===== src/rtl/mem_route_pkg.sv =====
package mem_route_pkg;
   localparam int SIZE_W  = 2;
   localparam int CAUSE_W = 4;

   localparam logic [CAUSE_W-1:0] C_FETCH_ACC = 4'd1;
   localparam logic [CAUSE_W-1:0] C_LD_MISAL  = 4'd4;
   localparam logic [CAUSE_W-1:0] C_LD_ACC    = 4'd5;
   localparam logic [CAUSE_W-1:0] C_ST_MISAL  = 4'd6;
   localparam logic [CAUSE_W-1:0] C_ST_ACC    = 4'd7;

   typedef enum logic [1:0] {
      RT_FAULT = 2'd0,
      RT_DEV   = 2'd1,
      RT_MEM   = 2'd2
   } route_e;

   typedef enum logic [2:0] {
      S_IDLE     = 3'd0,
      S_DEV_REQ  = 3'd1,
      S_DEV_WAIT = 3'd2,
      S_MEM_REQ  = 3'd3,
      S_MEM_WAIT = 3'd4,
      S_RSP      = 3'd5
   } state_e;
endpackage


===== src/rtl/mem_route_window.sv =====
module mem_route_window
   import mem_route_pkg::*;
#(
   parameter int            AW   = 32,
   parameter logic [AW-1:0] BASE = '0,
   parameter logic [AW-1:0] LAST = '0
) (
   input  logic [AW-1:0]     addr,
   input  logic [SIZE_W-1:0] size,
   output logic              hit
);
   logic [AW:0] last_byte;

   always_comb begin
      last_byte = {1'b0, addr} + ((AW+1)'(1) << size) - (AW+1)'(1);
      hit       = (addr >= BASE) && (last_byte <= {1'b0, LAST});
   end
endmodule


===== src/rtl/mem_route_decode.sv =====
module mem_route_decode
   import mem_route_pkg::*;
#(
   parameter int            AW       = 32,
   parameter logic [AW-1:0] MEM_BASE = '0,
   parameter logic [AW-1:0] MEM_LAST = '0,
   parameter logic [AW-1:0] DRD_BASE = '0,
   parameter logic [AW-1:0] DRD_LAST = '0,
   parameter logic [AW-1:0] DWR_BASE = '0,
   parameter logic [AW-1:0] DWR_LAST = '0
) (
   input  logic [AW-1:0]      addr,
   input  logic [SIZE_W-1:0]  size,
   input  logic               fetch,
   input  logic               write,
   input  logic               aq,
   input  logic               rl,
   input  logic               rsv,
   output route_e             route,
   output logic [CAUSE_W-1:0] cause
);
   localparam int NWIN    = 3;
   localparam int WIN_MEM = 0;
   localparam int WIN_DRD = 1;
   localparam int WIN_DWR = 2;
   localparam logic [NWIN*AW-1:0] BASES = {DWR_BASE, DRD_BASE, MEM_BASE};
   localparam logic [NWIN*AW-1:0] LASTS = {DWR_LAST, DRD_LAST, MEM_LAST};

   logic [NWIN-1:0] hit;
   logic [3:0]      span;
   logic            mis;
   logic            ordered;

   for (genvar g = 0; g < NWIN; g++) begin : g_win
      if (BASES[g*AW +: AW] > LASTS[g*AW +: AW]) begin : g_bad_bounds
         $error("window %0d has base above last byte", g);
      end
      mem_route_window #(
         .AW   (AW),
         .BASE (BASES[g*AW +: AW]),
         .LAST (LASTS[g*AW +: AW])
      ) u_win (
         .addr (addr),
         .size (size),
         .hit  (hit[g])
      );
   end

   always_comb begin
      span    = 4'(1) << size;
      mis     = |(addr[2:0] & 3'(span - 4'd1));
      ordered = aq | rl | rsv;
      route   = RT_FAULT;
      cause   = '0;
      if (write) begin
         if ((rl | rsv) && mis)  cause = C_ST_MISAL;
         else if (ordered)       route = RT_MEM;
         else if (hit[WIN_DWR])  route = RT_DEV;
         else if (hit[WIN_MEM])  route = RT_MEM;
         else                    cause = C_ST_ACC;
      end else begin
         if ((aq | rsv) && mis)          cause = C_LD_MISAL;
         else if (ordered)               route = RT_MEM;
         else if (!fetch && hit[WIN_DRD]) route = RT_DEV;
         else if (hit[WIN_MEM])          route = RT_MEM;
         else                            cause = C_LD_ACC;
      end
   end
endmodule


===== src/rtl/mem_route_ctrl.sv =====
module mem_route_ctrl
   import mem_route_pkg::*;
#(
   parameter int AW = 32,
   parameter int DW = 64
) (
   input  logic               clk,
   input  logic               rst_n,
   input  logic               req_valid,
   output logic               req_ready,
   input  logic [AW-1:0]      req_addr,
   input  logic [SIZE_W-1:0]  req_size,
   input  logic               req_fetch,
   input  logic               req_write,
   input  logic [DW-1:0]      req_wdata,
   input  route_e             dec_route,
   input  logic [CAUSE_W-1:0] dec_cause,
   output logic               rsp_valid,
   input  logic               rsp_ready,
   output logic [DW-1:0]      rsp_rdata,
   output logic               rsp_err,
   output logic [CAUSE_W-1:0] rsp_cause,
   output logic               dev_req_valid,
   input  logic               dev_req_ready,
   input  logic               dev_rsp_valid,
   input  logic [DW-1:0]      dev_rsp_rdata,
   output logic               mem_req_valid,
   input  logic               mem_req_ready,
   input  logic               mem_rsp_valid,
   input  logic [DW-1:0]      mem_rsp_rdata,
   input  logic               mem_rsp_err,
   output logic [AW-1:0]      fwd_addr,
   output logic [SIZE_W-1:0]  fwd_size,
   output logic               fwd_write,
   output logic [DW-1:0]      fwd_wdata
);
   state_e             state_q;
   logic               fetch_q;
   logic [DW-1:0]      rdata_q;
   logic               err_q;
   logic [CAUSE_W-1:0] cause_q;

   always_ff @(posedge clk or negedge rst_n) begin
      if (!rst_n) begin
         state_q   <= S_IDLE;
         fwd_addr  <= '0;
         fwd_size  <= '0;
         fwd_write <= 1'b0;
         fwd_wdata <= '0;
         fetch_q   <= 1'b0;
         rdata_q   <= '0;
         err_q     <= 1'b0;
         cause_q   <= '0;
      end else begin
         case (state_q)
            S_IDLE: if (req_valid) begin
               fwd_addr  <= req_addr;
               fwd_size  <= req_size;
               fwd_write <= req_write;
               fwd_wdata <= req_wdata;
               fetch_q   <= req_fetch;
               rdata_q   <= '0;
               err_q     <= (dec_route == RT_FAULT);
               cause_q   <= dec_cause;
               case (dec_route)
                  RT_DEV:  state_q <= S_DEV_REQ;
                  RT_MEM:  state_q <= S_MEM_REQ;
                  default: state_q <= S_RSP;
               endcase
            end
            S_DEV_REQ: if (dev_req_ready) state_q <= S_DEV_WAIT;
            S_DEV_WAIT: if (dev_rsp_valid) begin
               if (!fwd_write) rdata_q <= dev_rsp_rdata;
               state_q <= S_RSP;
            end
            S_MEM_REQ: if (mem_req_ready) state_q <= S_MEM_WAIT;
            S_MEM_WAIT: if (mem_rsp_valid) begin
               if (mem_rsp_err) begin
                  err_q   <= 1'b1;
                  cause_q <= fwd_write ? C_ST_ACC : (fetch_q ? C_FETCH_ACC : C_LD_ACC);
               end else if (!fwd_write) begin
                  rdata_q <= mem_rsp_rdata;
               end
               state_q <= S_RSP;
            end
            S_RSP: if (rsp_ready) state_q <= S_IDLE;
            default: state_q <= S_IDLE;
         endcase
      end
   end

   assign req_ready     = (state_q == S_IDLE);
   assign dev_req_valid = (state_q == S_DEV_REQ);
   assign mem_req_valid = (state_q == S_MEM_REQ);
   assign rsp_valid     = (state_q == S_RSP);
   assign rsp_rdata     = rdata_q;
   assign rsp_err       = err_q;
   assign rsp_cause     = cause_q;
endmodule


===== src/rtl/mem_route_unit.sv =====
module mem_route_unit
   import mem_route_pkg::*;
#(
   parameter int            AW       = 32,
   parameter int            DW       = 64,
   parameter logic [AW-1:0] MEM_BASE = AW'(32'h8000_0000),
   parameter logic [AW-1:0] MEM_LAST = AW'(32'h8FFF_FFFF),
   parameter logic [AW-1:0] DRD_BASE = AW'(32'h0200_0000),
   parameter logic [AW-1:0] DRD_LAST = AW'(32'h0200_FFFF),
   parameter logic [AW-1:0] DWR_BASE = AW'(32'h0200_0000),
   parameter logic [AW-1:0] DWR_LAST = AW'(32'h0200_FFFF)
) (
   input  logic               clk,
   input  logic               rst_n,
   input  logic               req_valid,
   output logic               req_ready,
   input  logic [AW-1:0]      req_addr,
   input  logic [1:0]         req_size,
   input  logic               req_fetch,
   input  logic               req_write,
   input  logic               req_aq,
   input  logic               req_rl,
   input  logic               req_rsv,
   input  logic [DW-1:0]      req_wdata,
   output logic               rsp_valid,
   input  logic               rsp_ready,
   output logic [DW-1:0]      rsp_rdata,
   output logic               rsp_err,
   output logic [3:0]         rsp_cause,
   output logic               dev_req_valid,
   input  logic               dev_req_ready,
   output logic [AW-1:0]      dev_addr,
   output logic [1:0]         dev_size,
   output logic               dev_write,
   output logic [DW-1:0]      dev_wdata,
   input  logic               dev_rsp_valid,
   input  logic [DW-1:0]      dev_rsp_rdata,
   output logic               mem_req_valid,
   input  logic               mem_req_ready,
   output logic [AW-1:0]      mem_addr,
   output logic [1:0]         mem_size,
   output logic               mem_write,
   output logic [DW-1:0]      mem_wdata,
   input  logic               mem_rsp_valid,
   input  logic [DW-1:0]      mem_rsp_rdata,
   input  logic               mem_rsp_err
);
   if (AW < 4) begin : g_bad_aw
      $error("address width must be at least 4 bits");
   end
   if (DW < 64 || (DW % 8) != 0) begin : g_bad_dw
      $error("data width must hold an 8-byte access in whole bytes");
   end

   route_e             dec_route;
   logic [CAUSE_W-1:0] dec_cause;
   logic [AW-1:0]      fwd_addr;
   logic [SIZE_W-1:0]  fwd_size;
   logic               fwd_write;
   logic [DW-1:0]      fwd_wdata;

   mem_route_decode #(
      .AW (AW), .MEM_BASE (MEM_BASE), .MEM_LAST (MEM_LAST),
      .DRD_BASE (DRD_BASE), .DRD_LAST (DRD_LAST),
      .DWR_BASE (DWR_BASE), .DWR_LAST (DWR_LAST)
   ) u_decode (
      .addr  (req_addr),
      .size  (req_size),
      .fetch (req_fetch),
      .write (req_write),
      .aq    (req_aq),
      .rl    (req_rl),
      .rsv   (req_rsv),
      .route (dec_route),
      .cause (dec_cause)
   );

   mem_route_ctrl #(.AW (AW), .DW (DW)) u_ctrl (
      .clk           (clk),
      .rst_n         (rst_n),
      .req_valid     (req_valid),
      .req_ready     (req_ready),
      .req_addr      (req_addr),
      .req_size      (req_size),
      .req_fetch     (req_fetch),
      .req_write     (req_write),
      .req_wdata     (req_wdata),
      .dec_route     (dec_route),
      .dec_cause     (dec_cause),
      .rsp_valid     (rsp_valid),
      .rsp_ready     (rsp_ready),
      .rsp_rdata     (rsp_rdata),
      .rsp_err       (rsp_err),
      .rsp_cause     (rsp_cause),
      .dev_req_valid (dev_req_valid),
      .dev_req_ready (dev_req_ready),
      .dev_rsp_valid (dev_rsp_valid),
      .dev_rsp_rdata (dev_rsp_rdata),
      .mem_req_valid (mem_req_valid),
      .mem_req_ready (mem_req_ready),
      .mem_rsp_valid (mem_rsp_valid),
      .mem_rsp_rdata (mem_rsp_rdata),
      .mem_rsp_err   (mem_rsp_err),
      .fwd_addr      (fwd_addr),
      .fwd_size      (fwd_size),
      .fwd_write     (fwd_write),
      .fwd_wdata     (fwd_wdata)
   );

   assign dev_addr  = fwd_addr;
   assign dev_size  = fwd_size;
   assign dev_write = fwd_write;
   assign dev_wdata = fwd_wdata;
   assign mem_addr  = fwd_addr;
   assign mem_size  = fwd_size;
   assign mem_write = fwd_write;
   assign mem_wdata = fwd_wdata;
endmodule


===== config.mk =====
export PLATFORM = sky130hd
export DESIGN_NAME = mem_route_unit
export DESIGN_NICKNAME = d
export VERILOG_FILES = /design/src/rtl/mem_route_pkg.sv /design/src/rtl/mem_route_window.sv /design/src/rtl/mem_route_decode.sv /design/src/rtl/mem_route_ctrl.sv /design/src/rtl/mem_route_unit.sv
export SDC_FILE = /design/constraint.sdc
export NUM_CORES = 1
export LEC_CHECK = 0
export BUFFER_PORTS_ARGS = -buffer_cell sky130_fd_sc_hd__clkbuf_2
export CAP_MARGIN = 20
export CORE_AREA = 3 3 197 199
export DETAILED_ROUTE_END_ITERATION = 12
export DIE_AREA = 0 0 200 202
export PLACE_DENSITY_LB_ADDON = 0.08
export SLEW_MARGIN = 10
export SYNTH_ARGS = -nofsm -noshare
export SYNTH_HDL_FRONTEND = slang
export SYNTH_SLANG_ARGS = --single-unit
export TNS_END_PERCENT = 1

===== constraint.sdc =====
create_clock -name clk -period 2 [get_ports clk]
set_clock_uncertainty 0.05 [all_clocks]
set_input_delay 0.4 -clock clk [delete_from_list [all_inputs] [get_ports clk]]
set_output_delay 0.4 -clock clk [all_outputs]
set_load 0.03 [all_outputs]

# == Word level (Yosys, flattened, before mapping) ==
# Index checks and enable logic that the tools add are counted.
# totals
register_bits,172
inputBits,240
out_inout_bits,271
word_cells,97
# op_classes
n_addsub,3
magnitude_cmp,4
eq_ne,17
n_shift,2
n_mux,42
n_bitwise,5
n_reduce_logical,15
# op_table
op,count
$mux W64,6
$pmux W64 S3,1
$mux W4,11
$add A32 B33 Y33,1
$le A33 B26 Y1 const B,1
$le A33 B32 Y1 const B,1
$shl A1 B2 Y33 const A,1
$sub A33 B1 Y33 const B,1
$ge A32 B26 Y1 const B,1
$ge A32 B32 Y1 const B,1
$mux W3,9
$pmux W3 S6,1
$mux W2,8
$ne A2 B2 Y1 const B,7
$pmux W4 S2,1
$reduce_and A7 Y1,1
$eq A3 B2 Y1 const B,2
$eq A3 B3 Y1 const B,2
$ne A2 B1 Y1 const B,3
$pmux W3 S2,1
$reduce_and A6 Y1,1
$logic_and A1 B1 Y1,5
$or A1 B1 Y1,4
$reduce_and A4 Y1,1
15 further kinds,17

# == Depth between registers and ports, before layout ==
# depth
ltp_word,14
mapped_depth,22

# == Modules after synthesis ==
# Synthesis repeated with hierarchy kept, for this count alone.
# hier_totals
cells_unflattened,1492
hier_area_um2,13995.9
# by_module_without_submodules
mod,n_inst,cells_each,area_per_inst_um2
mem_route_ctrl,1,585,7433.4
mem_route_window at u_decode.g_win[1].u_win ...,2,282,2010.7
mem_route_window at u_decode.g_win[0].u_win,1,213,1597.8
mem_route_unit,1,99,743.2
mem_route_decode,1,31,200.2

# == Worst setup path before layout ==
# Ideal clock, no wire load.
# synth_path
path_kind,input to register
start,input req_size[1]
end,register u_ctrl.state_q[2]
setup_ps,104
arrival_time_ps,4098
path_slack_ps,-2252
cell_stages,19
path_cell_list,or2_2 > ha_1 > inv_1 > ha_1 > inv_1 > fa_1 > nand2b_1 > a2111o_1 > a21oi_1 > o211a_1 > o211a_1 > a2111oi_4 > xor2_1 > nor4_1 > nand3_1 > or3_1 > ha_1 > o21ai_0 > a221oi_1
# synth_via
elab_chain_len,14
word_cells_on_any_way,27
classes_between,add/sub: 3; order compare: 2; eq/ne: 2; shift: 2; mux: 11; bitwise: 1; reduce/logical: 6
# synth_lines
element,line,text
start: declaration,mem_route_unit.sv:18,"input logic [1:0] req_size,"
$shl A1 B2 Y33,mem_route_window.sv:15,"last_byte = {1'b0, addr} + ((AW+1)'(1) << size) - (AW+1)'(1);"
$add A32 B33 Y33,mem_route_window.sv:15,
$sub A33 B1 Y33,mem_route_window.sv:15,
$le A33 B32 Y1 / $le A33 B26 Y1 (equally long branches),mem_route_window.sv:16,"hit = (addr >= BASE) && (last_byte <= {1'b0, LAST});"
$logic_and A1 B1 Y1,mem_route_window.sv:16,
$mux W2 / $logic_and A1 B1 Y1 (equally long branches),"mem_route_decode.sv:59, mem_route_decode.sv:65, mem_route_decode.sv:64",
"$mux W2, on equally long branches","mem_route_decode.sv:64, mem_route_decode.sv:58",
"$mux W2, on equally long branches","mem_route_decode.sv:63, mem_route_decode.sv:57",
"$mux W2, on equally long branches","mem_route_decode.sv:62, mem_route_decode.sv:56",
$mux W2 *,mem_route_decode.sv:55,if (write) begin
$eq A2 B2 Y1 / $eq A2 B1 Y1 (equally long branches),mem_route_ctrl.sv:65,case (dec_route)
$pmux W3 S2 *,mem_route_ctrl.sv:65,
$mux W3 *,mem_route_ctrl.sv:56,S_IDLE: if (req_valid) begin
$pmux W3 S6 *,mem_route_ctrl.sv:55,case (state_q)
end signal: assignment,mem_route_ctrl.sv:66,RT_DEV: state_q <= S_DEV_REQ;
end signal: assignment,mem_route_ctrl.sv:67,RT_MEM: state_q <= S_MEM_REQ;
end signal: assignment,mem_route_ctrl.sv:68,default: state_q <= S_RSP;
end: declaration,mem_route_ctrl.sv:37,state_e state_q;
# Mark *: on every way between the ends. The rest lies on a longest branch, timed or not. The select of a mux whose other input is x is not followed.
# A chain may end at the register's enable or synchronous reset.

# == Worst setup path in the final report ==
# layout_path
start,input req_size[0]
end,register u_ctrl.state_q[2]
# The elaborated chain is that of the path after synthesis.

==> results.md <==
* Starting DRT DRC Count at 505
* Slew Limit Fails at 0
* Failing checks: setup timing
* Status: finished, violations left
* TNS Setup at -9.66 ns
* I/O pin count at 511
* Die footprint at 0.0404 mm2
* Share of cells above drive strength 1 at 0.433
* Post-synth cell types at 66
* EDFF count, synth at 0
* Worst-Margin Slew at 1.01 ns
* Post-synthesis sequential area ratio at 0.411
* Via-per-instance ratio at 4.50
* Clock root cell: clkbuf_16
* CTS Buffer Depth at 2
* Core ar. at 0.0374 mm2
* Critical path data required time at 2.31 ns
* ANT cells at 0
* Slowest stage cell, crit path: or3_1
* Period utilisation layout at 1.95
* Largest net degree at the start of global routing at 70
* PD cells at 1600 mW/mm2
* Leak Pwr at 0.00814 uW
* CP Cell Sequence: clkbuf_8, or2_4, ha_4, inv_2, ha_4, inv_2, fa_2, nand2b_4, a2111o_1, a21oi_2, buf_4, o211a_4, o211a_1, a2111oi_4, xor2_1, nor4_1, nand3_1, or3_1, ha_1, o21ai_1, a221oi_2
* First-pass GRT wire length at 59.2 mm
* YS warnings at 0
* CTS clk-pin slew, worst paths at 0.07 ns
* Syn nets at 1555
* Global placement routability congestion at 0.829
* Crit end category: register
* Most frequent cells in the layout: 505 x clkbuf_2, 259 x nand2_1, 205 x buf_4
* Final-report setup violation count at 6
* Power after layout at 24100 uW
* WL/cell at 16.7 um
* P&R area growth vs syn at 45.1%
* GRT Total Usage at 0.189
* Total number of vias at 10600
* Max_cap viols at 0
* Setup Slack @ Placement at -2.48 ns
* Critical path launch point type: input port
* CTS tree: done
* Commonest register cell after synthesis: dfrtp_1
* Final worst path period need at 3.91 ns
* Clock latency on the worst-skew pair at 0.44 ns
* FFs w/ async S/R, synth at 1.00
* PortBufs at 509
* Cts bufs inserted at 17
* Max incr delay on CP at 0.41 ns
* Detailed-router iteration count before antenna repair at 5
* Final wirelength at 39.3 mm
* Placed cells at 2320
* CP Max Fanout at 4
* Overflow after GRT at 0
* Yosys reg bits at 171
* H-tree depth at 4
* Commonest non-fill, non-tap cell in the layout: clkbuf_2
* Final WS setup at -1.91 ns
* Synth Area per Inst at 8.36 um2
* DIE HEIGHT at 202 um
* Setup CP Type: input port to register
* RSZ-0062 raised after global routing: yes
* DP Wirelength at 32.2 mm
* FMAX at 256 MHz
* Synth Instances at 1246
* DRT antenna net count at 0
* Number of remaining DRC errors at 0
* Vias in the first global route at 10400
* Clk sinks at 171
* Worst hold path class: input port to register
* Peak supply drop at 0.808 mV
* Post-Syn Area at 0.0104 mm2
* Initial Util at 0.279
* Final core utilization at 0.404
* Number of post-CTS setup repair buffers at 0
* Row Count at 71
* Worst EP arrival at 4.21 ns
* Max-slew headroom at 0.319
* Finished Layout Cells at 2352
* Antenna violations before repair at 0
* Die width at 200 um
* Final hold viol count at 0
* # nets final at 2138
cell usage after synthesis, types with 3 or more instances:
cell / count / share of area
nor2b_1: 11 / 0.0066
nand2_1: 260 / 0.094
o21ai_0: 66 / 0.032
a22oi_1: 67 / 0.048
or2_2: 3 / 0.0018
a211oi_1: 3 / 0.0022
or4_1: 3 / 0.0022
a21o_1: 5 / 0.0036
buf_2: 3 / 0.0014
nor3_1: 19 / 0.0091
nor2_1: 111 / 0.040
nor4b_1: 4 / 0.0034
inv_1: 64 / 0.023
o211ai_1: 5 / 0.0036
and3_1: 3 / 0.0018
and2_1: 4 / 0.0024
a31oi_1: 7 / 0.0042
buf_4: 101 / 0.073
a221oi_1: 4 / 0.0034
nand2b_1: 11 / 0.0066
or3_1: 5 / 0.0030
ha_1: 68 / 0.082
nand4_1: 8 / 0.0048
o311a_1: 4 / 0.0038
nand3_1: 8 / 0.0038
nor4_1: 11 / 0.0066
dfrtp_1: 171 / 0.41
mux2_2: 4 / 0.0043
clkbuf_1: 54 / 0.019
o31ai_1: 10 / 0.0072
a21oi_1: 97 / 0.047
a2111oi_0: 3 / 0.0025
o21a_1: 4 / 0.0029
o311ai_0: 3 / 0.0025
path summary, 6_finish.rpt:
path                                    from              endpoint  slack [ns]  depth (start not counted)
setup / recovery                 req_size[0]     u_ctrl.state_q[2]       -1.91                         21
hold / removal                 req_wdata[40]  u_ctrl.fwd_wdata[40]         0.1                          3
setup reg to reg           u_ctrl.state_q[2]  u_ctrl.rsp_rdata[61]        0.18                          8
hold reg to reg               u_ctrl.fetch_q        u_ctrl.fetch_q        0.44                          2
max in group asynchronous              rst_n  u_ctrl.fwd_wdata[30]        0.89                          3
min in group asynchronous              rst_n  u_ctrl.rsp_rdata[10]        0.43                          2
worst max-delay path: cells and delay by family:
kind	cells	cell delay (ns)
buffers and inverters	4	0.34
and+or+nand+nor	5	1.12
AOI/OAI and AO/OA	7	1.29
xor gates and xnor gates	1	0.16
adders and majority gates	4	0.89
where the power goes:
group	switching [uW]	internal, uW	total [uW]
registers	1370	5210	6580
clock network	1540	1950	3500
logic	9910	4150	14100
what timing repair did:
action                     in CTS  in global routing
setup endpoints to repair       8                 41
hold endpoints to repair       34                  0
resized for setup              11                 11
hold buffers                    1                  0
pin swaps                       3                  0
cloned                          0                  0
routing by layer:
layer	wire length (um)	share of wire	global-route usage	up-vias
met4	424	0.011	0.0354	0
li1	-	-	-	5323
met2	20200	0.51	0.338	311
met1	16600	0.42	0.238	4931
met5	0	0	0	-
met3	2060	0.052	0.0347	20
per-stage QoR:
stage | hold WS, ns | area, um2
floorplan | 0.0544 | 10500
global placement | 0.328 | 14400
detailed placement | 0.327 | 14400
CTS | 0.0647 | 15100
global route | 0.0780 | 15100
finish | 0.0955 | 15100
state kept, by name (all words and copies together) (netlist names):
signal,flops
u_ctrl.fetch_q,1
u_ctrl.fwd_addr,32
u_ctrl.fwd_size,2
u_ctrl.fwd_wdata,64
u_ctrl.fwd_write,1
u_ctrl.rsp_cause,3
u_ctrl.rsp_err,1
u_ctrl.rsp_rdata,64
u_ctrl.state_q,3
kinds of logic after synthesis:
family / count (synthesis) / synth area share
and+or+nand+nor: 467 / 0.192
AOI/OAI and AO/OA: 302 / 0.186
buffers and inverters: 227 / 0.119
DFF: 171 / 0.411
adders and majority gates: 69 / 0.0836
muxes: 6 / 0.00625
xor gates and xnor gates: 3 / 0.00252
other: 1 / 0.000360
area by class of cell:
type	instances	area, um2
Clock inverter	11	133
Tap cell	511	639
Timing Repair Buffer	725	4330
Inverter	66	248
Clock buffer	20	467
Sequential cell	171	4280
Multi-Input combinational cell	848	5020
Fill cell	3855	22300
(Power assumes the default switching activity.)
